`config.mk`:
```
export PLATFORM = sky130hd
export DESIGN_NAME = eprom_pulse_seq
export DESIGN_NICKNAME = d
export VERILOG_FILES = /design/src/rtl/eprom_pulse_pkg.sv /design/src/rtl/eprom_pulse_timer.sv /design/src/rtl/eprom_pulse_tally.sv /design/src/rtl/eprom_pulse_seq.sv
export SDC_FILE = /design/constraint.sdc
export NUM_CORES = 1
export LEC_CHECK = 0
export BUFFER_PORTS_ARGS = -buffer_cell sky130_fd_sc_hd__buf_4
export CORE_ASPECT_RATIO = 1.5
export CORE_UTILIZATION = 40
export CTS_CLUSTER_SIZE = 40
export DETAILED_ROUTE_END_ITERATION = 16
export HOLD_SLACK_MARGIN = 0.02
export PLACE_DENSITY = 0.65
export RECOVER_POWER = 50
export SLEW_MARGIN = 25
export SYNTH_ARGS = -nofsm -noshare
export SYNTH_HDL_FRONTEND = slang
export SYNTH_SLANG_ARGS = --single-unit
```
`constraint.sdc`:
```
create_clock -name clk -period 2 [get_ports clk]
set_input_delay 0.2 -clock clk [delete_from_list [all_inputs] [get_ports clk]]
set_output_delay 0.2 -clock clk [all_outputs]
set_load 0.01 [all_outputs]
```
`src/rtl/eprom_pulse_pkg.sv`:
```
package eprom_pulse_pkg;

    typedef enum logic [1:0] {
        ST_IDLE  = 2'd0,
        ST_PULSE = 2'd1,
        ST_GAP   = 2'd2
    } seq_state_e;

    typedef struct packed {
        seq_state_e state;
        logic       fast;
        logic       prog_n;
        logic       mode_ctl;
        logic       done;
    } seq_regs_t;

endpackage

```
`src/rtl/eprom_pulse_timer.sv`:
```
module eprom_pulse_timer #(
    parameter int unsigned WIDTH = 16
) (
    input  logic             clk,
    input  logic             rst_n,
    input  logic             load_i,
    input  logic [WIDTH-1:0] load_val_i,
    output logic             expired_o
);
    logic [WIDTH-1:0] cnt_d, cnt_q;

    always_comb begin
        cnt_d = cnt_q;
        if (load_i)
            cnt_d = load_val_i;
        else if (cnt_q != '0)
            cnt_d = cnt_q - 1'b1;
    end

    always_ff @(posedge clk or negedge rst_n) begin
        if (!rst_n) cnt_q <= '0;
        else        cnt_q <= cnt_d;
    end

    assign expired_o = (cnt_q == '0);
endmodule

```
`src/rtl/eprom_pulse_tally.sv`:
```
module eprom_pulse_tally #(
    parameter int unsigned WIDTH = 6
) (
    input  logic             clk,
    input  logic             rst_n,
    input  logic             clr_i,
    input  logic             inc_i,
    input  logic [WIDTH-1:0] target_i,
    output logic             last_o
);
    logic [WIDTH-1:0] cnt_d, cnt_q;

    always_comb begin
        cnt_d = cnt_q;
        if (clr_i)
            cnt_d = '0;
        else if (inc_i)
            cnt_d = cnt_q + 1'b1;
    end

    always_ff @(posedge clk or negedge rst_n) begin
        if (!rst_n) cnt_q <= '0;
        else        cnt_q <= cnt_d;
    end

    assign last_o = (cnt_q == target_i);
endmodule

```
`src/rtl/eprom_pulse_seq.sv`:
```
module eprom_pulse_seq
    import eprom_pulse_pkg::*;
#(
    parameter int unsigned CLK_FREQ_HZ   = 250_000_000,
    parameter int unsigned PULSE_US      = 100,
    parameter int unsigned GAP_US        = 10,
    parameter int unsigned FAST_PULSES   = 5,
    parameter int unsigned LEGACY_PULSES = 25
) (
    input  logic clk,
    input  logic rst_n,
    input  logic start_i,
    input  logic fast_mode_i,
    output logic prog_n_o,
    output logic mode_ctl_o,
    output logic busy_o,
    output logic done_o
);
    localparam int unsigned CYC_PER_US = CLK_FREQ_HZ / 1_000_000;
    localparam int unsigned PULSE_CYC  = CYC_PER_US * PULSE_US;
    localparam int unsigned GAP_CYC    = CYC_PER_US * GAP_US;
    localparam int unsigned MAX_CYC    = (PULSE_CYC > GAP_CYC) ? PULSE_CYC : GAP_CYC;
    localparam int unsigned TMR_W      = $clog2(MAX_CYC + 1);
    localparam int unsigned MAX_PULSES = (FAST_PULSES > LEGACY_PULSES) ? FAST_PULSES : LEGACY_PULSES;
    localparam int unsigned CNT_W      = $clog2(MAX_PULSES + 1);
    localparam logic [TMR_W-1:0] PULSE_LOAD = TMR_W'(PULSE_CYC - 1);
    localparam logic [TMR_W-1:0] GAP_LOAD   = TMR_W'(GAP_CYC - 1);
    localparam logic [CNT_W-1:0] FAST_N     = CNT_W'(FAST_PULSES);
    localparam logic [CNT_W-1:0] LEGACY_N   = CNT_W'(LEGACY_PULSES);

    localparam seq_regs_t RESET_REGS = '{
        state:    ST_IDLE,
        fast:     1'b0,
        prog_n:   1'b1,
        mode_ctl: 1'b0,
        done:     1'b0
    };

    seq_regs_t        r_d, r_q;
    logic             tmr_load;
    logic [TMR_W-1:0] tmr_val;
    logic             tmr_expired;
    logic             tally_clr;
    logic             tally_inc;
    logic [CNT_W-1:0] tally_target;
    logic             tally_last;

    eprom_pulse_timer #(.WIDTH(TMR_W)) u_timer (
        .clk        (clk),
        .rst_n      (rst_n),
        .load_i     (tmr_load),
        .load_val_i (tmr_val),
        .expired_o  (tmr_expired)
    );

    eprom_pulse_tally #(.WIDTH(CNT_W)) u_tally (
        .clk      (clk),
        .rst_n    (rst_n),
        .clr_i    (tally_clr),
        .inc_i    (tally_inc),
        .target_i (tally_target),
        .last_o   (tally_last)
    );

    assign tally_target = r_q.fast ? FAST_N : LEGACY_N;

    always_comb begin
        r_d       = r_q;
        r_d.done  = 1'b0;
        tmr_load  = 1'b0;
        tmr_val   = PULSE_LOAD;
        tally_clr = 1'b0;
        tally_inc = 1'b0;

        unique case (r_q.state)
            ST_IDLE: begin
                if (start_i) begin
                    r_d.state = ST_PULSE;
                    r_d.fast  = fast_mode_i;
                    tmr_load  = 1'b1;
                    tmr_val   = PULSE_LOAD;
                    tally_clr = 1'b1;
                end
            end
            ST_PULSE: begin
                if (tmr_expired) begin
                    r_d.state = ST_GAP;
                    tmr_load  = 1'b1;
                    tmr_val   = GAP_LOAD;
                    tally_inc = 1'b1;
                end
            end
            ST_GAP: begin
                if (tmr_expired) begin
                    if (tally_last) begin
                        r_d.state = ST_IDLE;
                        r_d.done  = 1'b1;
                    end else begin
                        r_d.state = ST_PULSE;
                        tmr_load  = 1'b1;
                        tmr_val   = PULSE_LOAD;
                    end
                end
            end
            default: r_d.state = ST_IDLE;
        endcase

        r_d.prog_n   = (r_d.state != ST_PULSE);
        r_d.mode_ctl = (r_d.state != ST_IDLE) && r_d.fast;
    end

    always_ff @(posedge clk or negedge rst_n) begin
        if (!rst_n) r_q <= RESET_REGS;
        else        r_q <= r_d;
    end

    assign prog_n_o   = r_q.prog_n;
    assign mode_ctl_o = r_q.mode_ctl;
    assign busy_o     = (r_q.state != ST_IDLE);
    assign done_o     = r_q.done;
endmodule

```
After elaboration in Yosys (flattened, before gate mapping):

Index checks and enable logic that the tools add are counted.

* bits of input ports: 4
* logic and storage cells: 44
* output and inout bits: 4
* memories kept: 0
* bits in writable memories: 0
* bits in read-only memories: 0
* latch bits: 0
* bits in registers: 26

* equal/unequal tests: 4
* add/subtract/negate cells: 2
* bitwise gates (word level): 0
* shift-type cells: 0
* div/mod/pow operators: 0
* reduce and logical (&&, ||, !) cells: 8
* $lt $le $gt $ge: 0
* mux-type cells: 23
* $mul: 0

Operators by type and width (number)
* $mux W15: 4
* $logic_not A15 Y1: 1
* $mux W5: 3
* $reduce_bool A15 Y1: 1
* $sub A15 B1 Y15 const B: 1
* $mux W1: 11
* $reduce_bool A2 Y1: 4
* $pmux W2 S3: 1
* $add A5 B1 Y5 const B: 1
* $eq A5 B5 Y1: 1
* $mux W2: 2
* $mux W3: 1
* $pmux W1 S3: 1
* $eq A2 B1 Y1 const B: 1
* $eq A2 B2 Y1 const B: 1
* $logic_not A2 Y1: 1
* $ne A2 B1 Y1 const B: 1
* $logic_and A1 B1 Y1: 1

Logic depth before layout (Yosys ltp):

Gate-level depths: netlist of run 1.

* depth in word-level cells: 7
* depth in mapped cells: 8
* depth with buffers taken out: 6

Hierarchy:

A second synthesis of run 1 with hierarchy kept.

* cell total of the unflattened synthesis: 132
* area, all modules: 1396.3 sq um

Modules (own cells, without submodules)
* eprom_pulse_timer: instances 1, sequential area each 375.4 sq um, cells an instance 79, area each 829.5 sq um
* eprom_pulse_seq: instances 1, sequential area each 151.4 sq um, cells an instance 27, area each 295.3 sq um
* eprom_pulse_tally: instances 1, sequential area each 125.1 sq um, cells an instance 26, area each 271.5 sq um

Worst setup path before layout of run 1:

OpenSTA, ideal clock, no wires.

* kind: reg2reg
* start: register u_timer.cnt_q[0]
* end: register u_timer.cnt_q[10]
* path buffers: 1
* cell stages (with the launch flop): 8
* setup slack: 190 ps
* period minus slack after synthesis: 1810 ps
* arrival time: 1716 ps
* required time: 1906 ps
* setup time: 94 ps
* cell sequence: dfrtp_1 -> inv_1 -> ha_1 -> nor2b_1 -> and4_1 -> buf_6 -> or4_1 -> a211oi_1

* word-level cells in the longest chain between the ends: 4
* elaborated cells on any way between the ends: 9
* those cells by class: add/sub (1); mux (5); reduce/logical (3)

RTL lines
* from (decl): line eprom_pulse_timer.sv:10 `logic [WIDTH-1:0] cnt_d, cnt_q;`
* from (signal assigned): line eprom_pulse_timer.sv:22 `else cnt_q <= cnt_d;`
* branches (longest 4 deep; another with $sub A15 B1 Y15)

Several ways; the timed one is not identified. The select of a mux whose other input is x is not followed.
A chain may end at the register's enable or synchronous reset.

Worst setup path after layout of run 1:

* start: register u_timer.cnt_q[0]
* end: register u_timer.cnt_q[3]

The elaborated chain is that of the path after synthesis.

==> results of run 1 <==
cells by family (layout without fill, tap and decap cells):
| group | count (synthesis) | after routing | share of synthesized area |
|---|---|---|---|
| simple gates | 53 | 53 | 0.226 |
| mux | 5 | 5 | 0.0364 |
| flops | 26 | 26 | 0.463 |
| buf+inv | 11 | 30 | 0.0462 |
| compound gates | 35 | 35 | 0.169 |
| xor+xnor | 4 | 4 | 0.0249 |
| fa+ha+maj | 4 | 4 | 0.0355 |
report_power, final:
part | internal [µW] | switching [µW] | leakage, µW | total [µW]
Combinational | 4.17 | 11.0 | 0.000353 | 15.2
Clock | 176 | 171 | 0.0000288 | 347
Sequential | 525 | 0 | 0.000282 | 525
Total | 706 | 182 | 0.000664 | 887
routing by layer:
| layer | track usage | wire (µm) | vias to the layer above |
|---|---|---|---|
| li1 | - | - | 561 |
| met1 | 0.225 | 1420 | 607 |
| met2 | 0.335 | 1800 | 9 |
| met3 | 0.0202 | 35 | 2 |
| met4 | 0.114 | 28 | 0 |
| met5 | 0 | 0 | - |
worst max path at each step:
stage,end,from,slack [ps],depth (start not counted)
after floorplan,u_timer.cnt_q[10],u_timer.cnt_q[0],190,7
after global placement,u_timer.cnt_q[10],u_timer.cnt_q[0],80,7
after detailed placement,u_timer.cnt_q[3],u_timer.cnt_q[0],-20,7
after CTS,u_timer.cnt_q[3],u_timer.cnt_q[0],40,7
after global routing,u_tally.cnt_q[1],u_timer.cnt_q[7],-30,5
final,u_timer.cnt_q[3],u_timer.cnt_q[0],70,7
registers in the layout, summed over array words and instances (netlist names):
signal	cells
done_o	1
prog_n_o	1
u_timer.cnt_q	15
r_q	3
mode_ctl_o	1
u_tally.cnt_q	5
stage by stage:
step	hold WS [ps]	setup TNS (ps)	instance area (µm²)	setup slack [ps]	total power (µW)
after floorplan	-95.6	0	1410	190	536
after CTS	172	0	1620	35.6	894
after global routing	178	-38.3	1670	-25.2	909
after detailed placement	128	-23.8	1550	-23.2	551
after global placement	127	0	1550	77.0	551
final	173	0	1670	72.3	887
what timing repair did:
action,in CTS,in global routing
resized for setup,3,5
setup endpoints to repair,1,9
cloned,0,0
pin swaps,0,2
hold buffers,1,0
hold endpoints to repair,25,0
setup buffers,0,4
cells in the mapped netlist:
library cell / number / area (µm²)
a211o_1: 2 / 17.5
a211oi_1: 6 / 45.0
a21boi_0: 1 / 7.51
a21oi_1: 5 / 25.0
a31o_2: 1 / 8.76
a31oi_1: 1 / 6.26
a31oi_2: 1 / 12.5
and2_1: 1 / 6.26
and4_1: 1 / 8.76
buf_2: 1 / 5.00
buf_4: 2 / 15.0
buf_6: 2 / 22.5
clkbuf_1: 1 / 3.75
dfrtp_1: 25 / 626
dfstp_2: 1 / 26.3
ha_1: 4 / 50.1
inv_1: 5 / 18.8
mux2_2: 1 / 11.3
mux2i_1: 4 / 40.0
nand2_1: 8 / 30.0
nand2b_1: 2 / 12.5
nand3_1: 6 / 30.0
nand3b_1: 1 / 7.51
nand4_1: 5 / 31.3
nor2_1: 5 / 18.8
nor2b_1: 3 / 18.8
nor3_1: 6 / 30.0
nor4_1: 1 / 6.26
nor4_2: 2 / 25.0
nor4b_1: 1 / 8.76
nor4bb_1: 2 / 20.0
o2111ai_1: 2 / 17.5
o21ai_0: 8 / 40.0
o21ai_1: 2 / 10.0
o21bai_1: 1 / 7.51
o31ai_1: 3 / 22.5
o41ai_1: 2 / 17.5
or3_1: 5 / 31.3
or4_1: 3 / 22.5
or4b_1: 1 / 10.0
xnor2_1: 2 / 17.5
xor2_1: 2 / 17.5
layout make-up:
type,count,area (µm²)
Clock buffer,4,55.1
Tap cell,42,52.6
Timing Repair Buffer,21,165
Inverter,5,18.8
Fill cell,329,1710
Multi-Input combinational cell,101,727
Sequential cell,26,652
==> results.sh, run 1 <==
export IMPL_crit_fanout=20
export IMPL_io_buffers=7
export IMPL_clk_pin_slew_ps=90
export IMPL_grt_max_degree=27
export IMPL_cp_slowest_cell="or4b_1"
export IMPL_nNetsFinal=166
export IMPL_yosysUniqueCellTypes=42
export IMPL_drive_gt1_frac=0.223
export IMPL_grt_pass1_vias=1201
export IMPL_fin_worst_skew_ps=1.70
export IMPL_clock_sinks=26
export IMPL_worstHoldEndpoint="r_q[3]"
export IMPL_r2r_end="u_timer.cnt_q[3]"
export IMPL_drv_slew=0
export IMPL_power_leakage_uw=0.000664
export IMPL_grt_antenna_before_repair=0
export IMPL_grt_pass1_wl_um=5360
export IMPL_min_from="fast_mode_i"
export IMPL_die_w_um=50.5
export IMPL_core_area_um2=3380
export IMPL_post_route_drc_count=0
export IMPL_routed_wl_um=3290
export IMPL_worstPathRequired_ps=2190
export IMPL_htree_num_levels=1
export IMPL_grt_ovfl_total=0
export IMPL_syn_avg_cell_area_um2=10.2
export IMPL_ys_warn_count=0
export IMPL_syn_inst=138
export IMPL_cts_root_buf="clkbuf_8"
export IMPL_antenna_cells=0
export IMPL_syn2layout_area_growth_pct=18.6
export IMPL_vias_per_cell=5.92
export IMPL_row_count=26
export IMPL_drt_iter0_drc=21
export IMPL_outcome="completed"
export IMPL_r2r_start="u_timer.cnt_q[0]"
export IMPL_finalSetupViolCount=0
export IMPL_fmax_mhz=519
export IMPL_ioPinCount=8
export IMPL_detail_route_wl_per_cell_um=16.5
export IMPL_grt_total_usage=0.191
export IMPL_clk_latency_ps=270
export IMPL_die_area_um2=3770
export IMPL_slew_headroom=0.0679
export IMPL_drv_cap=0
export IMPL_r2r_slack_ps=70
export IMPL_synth_ff_latch_count=26
export IMPL_tightest_slew_ps=1400
export IMPL_hold_viol=0
export IMPL_netlist_area_um2=1410
export IMPL_dp_cells=190
export IMPL_crit_type="reg2reg"
export IMPL_drt_pre_antenna_iters=4
export IMPL_path_delay_family="simple AND/OR/NAND/NOR gates"
export IMPL_final_cell_mix="25 x dfrtp_1, 17 x buf_4, 8 x o21ai_0, 8 x nand2_1"
export IMPL_endpoint_kind="flop"
export IMPL_drtAntennaViolNets=0
export IMPL_rr_worst_depth=7
export IMPL_cpPeakStageDelay_ps=490
export IMPL_vdd_drop_max_uv=262
export IMPL_vias=1179
export IMPL_power_density_nw_per_um2=531
export IMPL_cp_cell_sequence="inv_1 -> ha_2 -> nor2b_2 -> and4_4 -> buf_12 -> or4b_1 -> a211oi_2"
export IMPL_cts_tree="yes"
export IMPL_dpl_hpwl_um=2290
export IMPL_crit_buf_inv=2
export IMPL_gp_congestion=0.761
export IMPL_final_common_cell="dfrtp_1"
export IMPL_die_height_um=74.7
export IMPL_final_core_util=0.494
export IMPL_cts_buffers=3
export IMPL_synth_nets=146
export IMPL_fin_crit_sh=0.964
export IMPL_crit_path_start_kind="flop"
export IMPL_worstPathArrival_ps=2120
export IMPL_worstHoldPathType="in2reg"
export IMPL_min_path_cells=2
export IMPL_period_needed_ps=1930
export IMPL_ys_seq_area_frac=0.463
export IMPL_initial_core_util=0.416
export IMPL_clock_tree_buffer_depth=2
export IMPL_stdcell_count=199
(Power assumes the default switching activity.)
==> run 2: changes to the inputs <==
--- a/config.mk
+++ b/config.mk
@@ -16,4 +16,5 @@
 export SLEW_MARGIN = 25
 export SYNTH_ARGS = -nofsm -noshare
 export SYNTH_HDL_FRONTEND = slang
+export SYNTH_HIERARCHICAL = 1
 export SYNTH_SLANG_ARGS = --single-unit
==> constraint.sdc (replaced) <==
create_clock -name clk -period 2.2 [get_ports clk]
set_input_delay 0.22 -clock clk [delete_from_list [all_inputs] [get_ports clk]]
set_output_delay 0.22 -clock clk [all_outputs]
set_load 0.01 [all_outputs]
==> run 2 against run 1 <==
Net effect:
- clock skew is essentially flat
- synthesized area decreased by 0.89%
- wire length decreased by 5.6%
- total power grew to 2.6 times the previous value
- sequential share of layout area down 3.9 points
- critical endpoint is now u_timer/cnt_q[9]
- first-iteration DRC count rose by 29%
- register-to-register slack got worse by 70 ps
==> results.sh, run 2 <==
export IMPL_antenna_cells=0
export IMPL_yosysTopAreaCell="dfrtp_1"
export IMPL_detail_route_wl_per_cell_um=14.4
export IMPL_dpl_hpwl_um=2160
export IMPL_drive_gt1_frac=0.313
export IMPL_slew_headroom=0.0553
export IMPL_routed_wl_um=3100
export IMPL_yosysUniqueCellTypes=44
export IMPL_cp_slowest_cell="or4b_4"
export IMPL_vdd_drop_max_uv=675
export IMPL_clkPwrFrac=0.121
export IMPL_clk_pin_slew_ps=90
export IMPL_netlist_area_um2=1400
export IMPL_top_register="u_timer/cnt_q"
export IMPL_final_cell_mix="30 x buf_4, 25 x dfrtp_1, 13 x xor2_1, 11 x conb_1, 8 x a22o_1"
export IMPL_nNetsFinal=183
export IMPL_synth_top_cells_by_count="25 x dfrtp_1, 13 x xor2_1, 8 x a22o_1, 8 x nor2_1"
export IMPL_post_route_drc_count=0
export IMPL_synth_top_flop_cell="dfrtp_1"
export IMPL_core_area_um2=3250
export IMPL_die_area_um2=3740
export IMPL_fin_worst_skew_ps=2.10
export IMPL_drv_cap=0
export IMPL_gp_congestion=0.833
export IMPL_power_density_nw_per_um2=1260
export IMPL_crit_path_start_kind="flop"
export IMPL_worstHoldEndpoint="r_q[3]"
export IMPL_p_sw_uw=851
export IMPL_grt_antenna_before_repair=0
export IMPL_stdcell_count=216
export IMPL_placed_area_um2=1710
export IMPL_r2r_start="u_timer/cnt_q[0]"
export IMPL_grt_max_degree=27
export IMPL_worstPathRequired_ps=2370
export IMPL_fin_area_um2=1860
export IMPL_finalSetupViolCount=0
export IMPL_synth_ff_latch_count=26
export IMPL_worstPathArrival_ps=2360
export IMPL_row_count=25
export IMPL_pwr_share_seq=0.376
export IMPL_path_depth=9
export IMPL_cts_root_buf="clkbuf_8"
export IMPL_synthArstFlopShare=1.00
export IMPL_r2r_end="u_timer/cnt_q[9]"
export IMPL_r2r_slack_ps=2
export IMPL_crit_buf_inv=2
export IMPL_endpoint_kind="flop"
export IMPL_ioPinCount=8
export IMPL_min_from="fast_mode_i"
export IMPL_final_common_cell="buf_4"
export IMPL_yosys_area_top_type_share=0.448
export IMPL_vias=1141
export IMPL_power_leakage_uw=0.000873
export IMPL_yosys_cell_count_top_type="dfrtp_1"
export IMPL_rr_worst_depth=9
export IMPL_fmax_mhz=455
export IMPL_drv_slew=0
export IMPL_min_path_cells=3
export IMPL_htree_num_levels=1
export IMPL_drt_iter0_drc=27
export IMPL_clk_latency_ps=270
export IMPL_crit_type="reg2reg"
export IMPL_grt_pass1_wl_um=4890
export IMPL_syn2layout_area_growth_pct=33.0
export IMPL_cts_buffers=3
export IMPL_grt_ovfl_total=0
export IMPL_worstHoldPathType="in2reg"
export IMPL_tightest_slew_ps=1420
export IMPL_rsz0062_at_grt="yes"
export IMPL_cp_cell_sequence="inv_2 -> ha_4 -> or4b_4 -> nor4b_4 -> buf_4 -> nand4bb_2 -> nand3_4 -> nor2_4 -> a22o_1"
export IMPL_dp_cells=207
export IMPL_sw_frac_of_total=0.363
export IMPL_period_needed_ps=2200
export IMPL_drt_pre_antenna_iters=4
export IMPL_die_height_um=74.4
export IMPL_ys_seq_area_frac=0.467
export IMPL_largestRegisters="u_timer/cnt_q: 15 flops, u_tally/cnt_q: 5 flops, r_q: 3 flops"
export IMPL_hold_viol=0
export IMPL_clock_tree_buffer_depth=2
export IMPL_initial_core_util=0.429
export IMPL_synthTopCellsByArea="dfrtp_1 45%, xor2_1 8.2%, a22o_1 5.0%"
export IMPL_cpPeakStageDelay_ps=480
export IMPL_vias_per_cell=5.28
export IMPL_clock_sinks=26
export IMPL_die_w_um=50.2
export IMPL_grt_pass1_vias=1071
export IMPL_drtAntennaViolNets=0
export IMPL_syn_avg_cell_area_um2=10.6
export IMPL_cts_tree="yes"
export IMPL_syn_inst=132
export IMPL_intPower_uw=1490
export IMPL_synth_edf_count=0
export IMPL_pwr_share_comb=0.503
export IMPL_largest_reg_flops=15
export IMPL_grt_total_usage=0.178
export IMPL_outcome="completed"
export IMPL_io_buffers=7
export IMPL_fin_crit_sh=0.999
export IMPL_crit_fanout=8
export IMPL_ys_warn_count=6
export IMPL_path_delay_family="simple AND/OR/NAND/NOR gates"
-- run 2: cell types whose count changed after synthesis, sizes merged, moves of 5 or more --
cell | before | now
xor2 | 2 | 13
a211oi | 6 | 1
a21oi | 5 | 0
a22o | 0 | 8
-- run 2: kinds of logic after synthesis --
logic type,count (synthesis),synth area share
fa+ha+maj,2,0.0179
mux,2,0.0152
simple gates,45,0.207
xor+xnor,19,0.119
buf+inv,11,0.0323
flops,26,0.467
other cells,2,0.00538
compound gates,25,0.136
-- run 2: per-stage QoR --
| stage | hold slack (ps) | worst slack [ps] | power, µW | util | setup TNS, ps |
|---|---|---|---|---|---|
| 2_1_floorplan | -75.6 | -499 | 1570 | - | -7820 |
| 5_1_grt | 303 | -111 | 2510 | 0.571 | -1430 |
| 3_3_place_gp | 148 | -48.9 | 1910 | 0.525 | -324 |
| 4_1_cts | 254 | 0.112 | 2270 | 0.547 | 0 |
| 3_5_place_dp | 153 | -77.1 | 1960 | 0.525 | -805 |
| 6_report | 258 | 2.12 | 2340 | 0.571 | 0 |
-- run 2: worst max path at each step --
stage	start	endpoint
floorplan	u_timer/cnt_q[1]	u_timer/cnt_q[1]
global placement	u_timer/cnt_q[1]	u_timer/cnt_q[13]
detailed placement	u_timer/cnt_q[0]	u_timer/cnt_q[13]
CTS	u_timer/cnt_q[0]	u_timer/cnt_q[13]
global route	u_timer/cnt_q[1]	u_tally/cnt_q[4]
finish	u_timer/cnt_q[0]	u_timer/cnt_q[9]
-- run 2: routing by layer --
metal  up-vias  wire length [µm]  GRT usage  share of wire
met5         -                 0          0              0
met4         0                84     0.0952          0.027
li1        553                 -          -              -
met3         9                89     0.0286          0.029
met1       553              1290      0.204           0.42
met2        26              1640      0.314           0.53
-- run 2: repair_timing --
item                                    4_1_cts  5_1_grt
hold endpoints to repair                     25        0
cloned                                        0        1
endpoints found under the setup margin       17       18
setup buffers                                 0        3
pin swaps                                     2        6
resized for setup                             4        8
hold buffers                                  1        0
-- run 2: area by class of cell --
class                           instances  area [µm²]
Clock buffer                            4        45.0
Fill cell                             297        1400
Inverter                                7        26.3
Multi-Input combinational cell        104         793
Sequential cell                        26         652
Tap cell                               40        50.0
Timing Repair Buffer                   35         290
-- run 2: power by group through the flow --
stage,clock network (µW),registers (µW),logic [µW]
6_report,284,879,1180
4_1_cts,290,879,1100
3_5_place_dp,0,880,1080
5_1_grt,308,907,1290
3_3_place_gp,0,872,1040
2_1_floorplan,0,886,682
-- run 2: worst register-to-register path: cells and delay by family, from the launching register on --
kind	cells	cell delay, ps
AND/OR/NAND/NOR	5	1140
flip-flops	1	400
buffers and inverters	2	250
AO/OA/AOI/OAI	1	190
adder cells (fa/ha/maj)	1	120
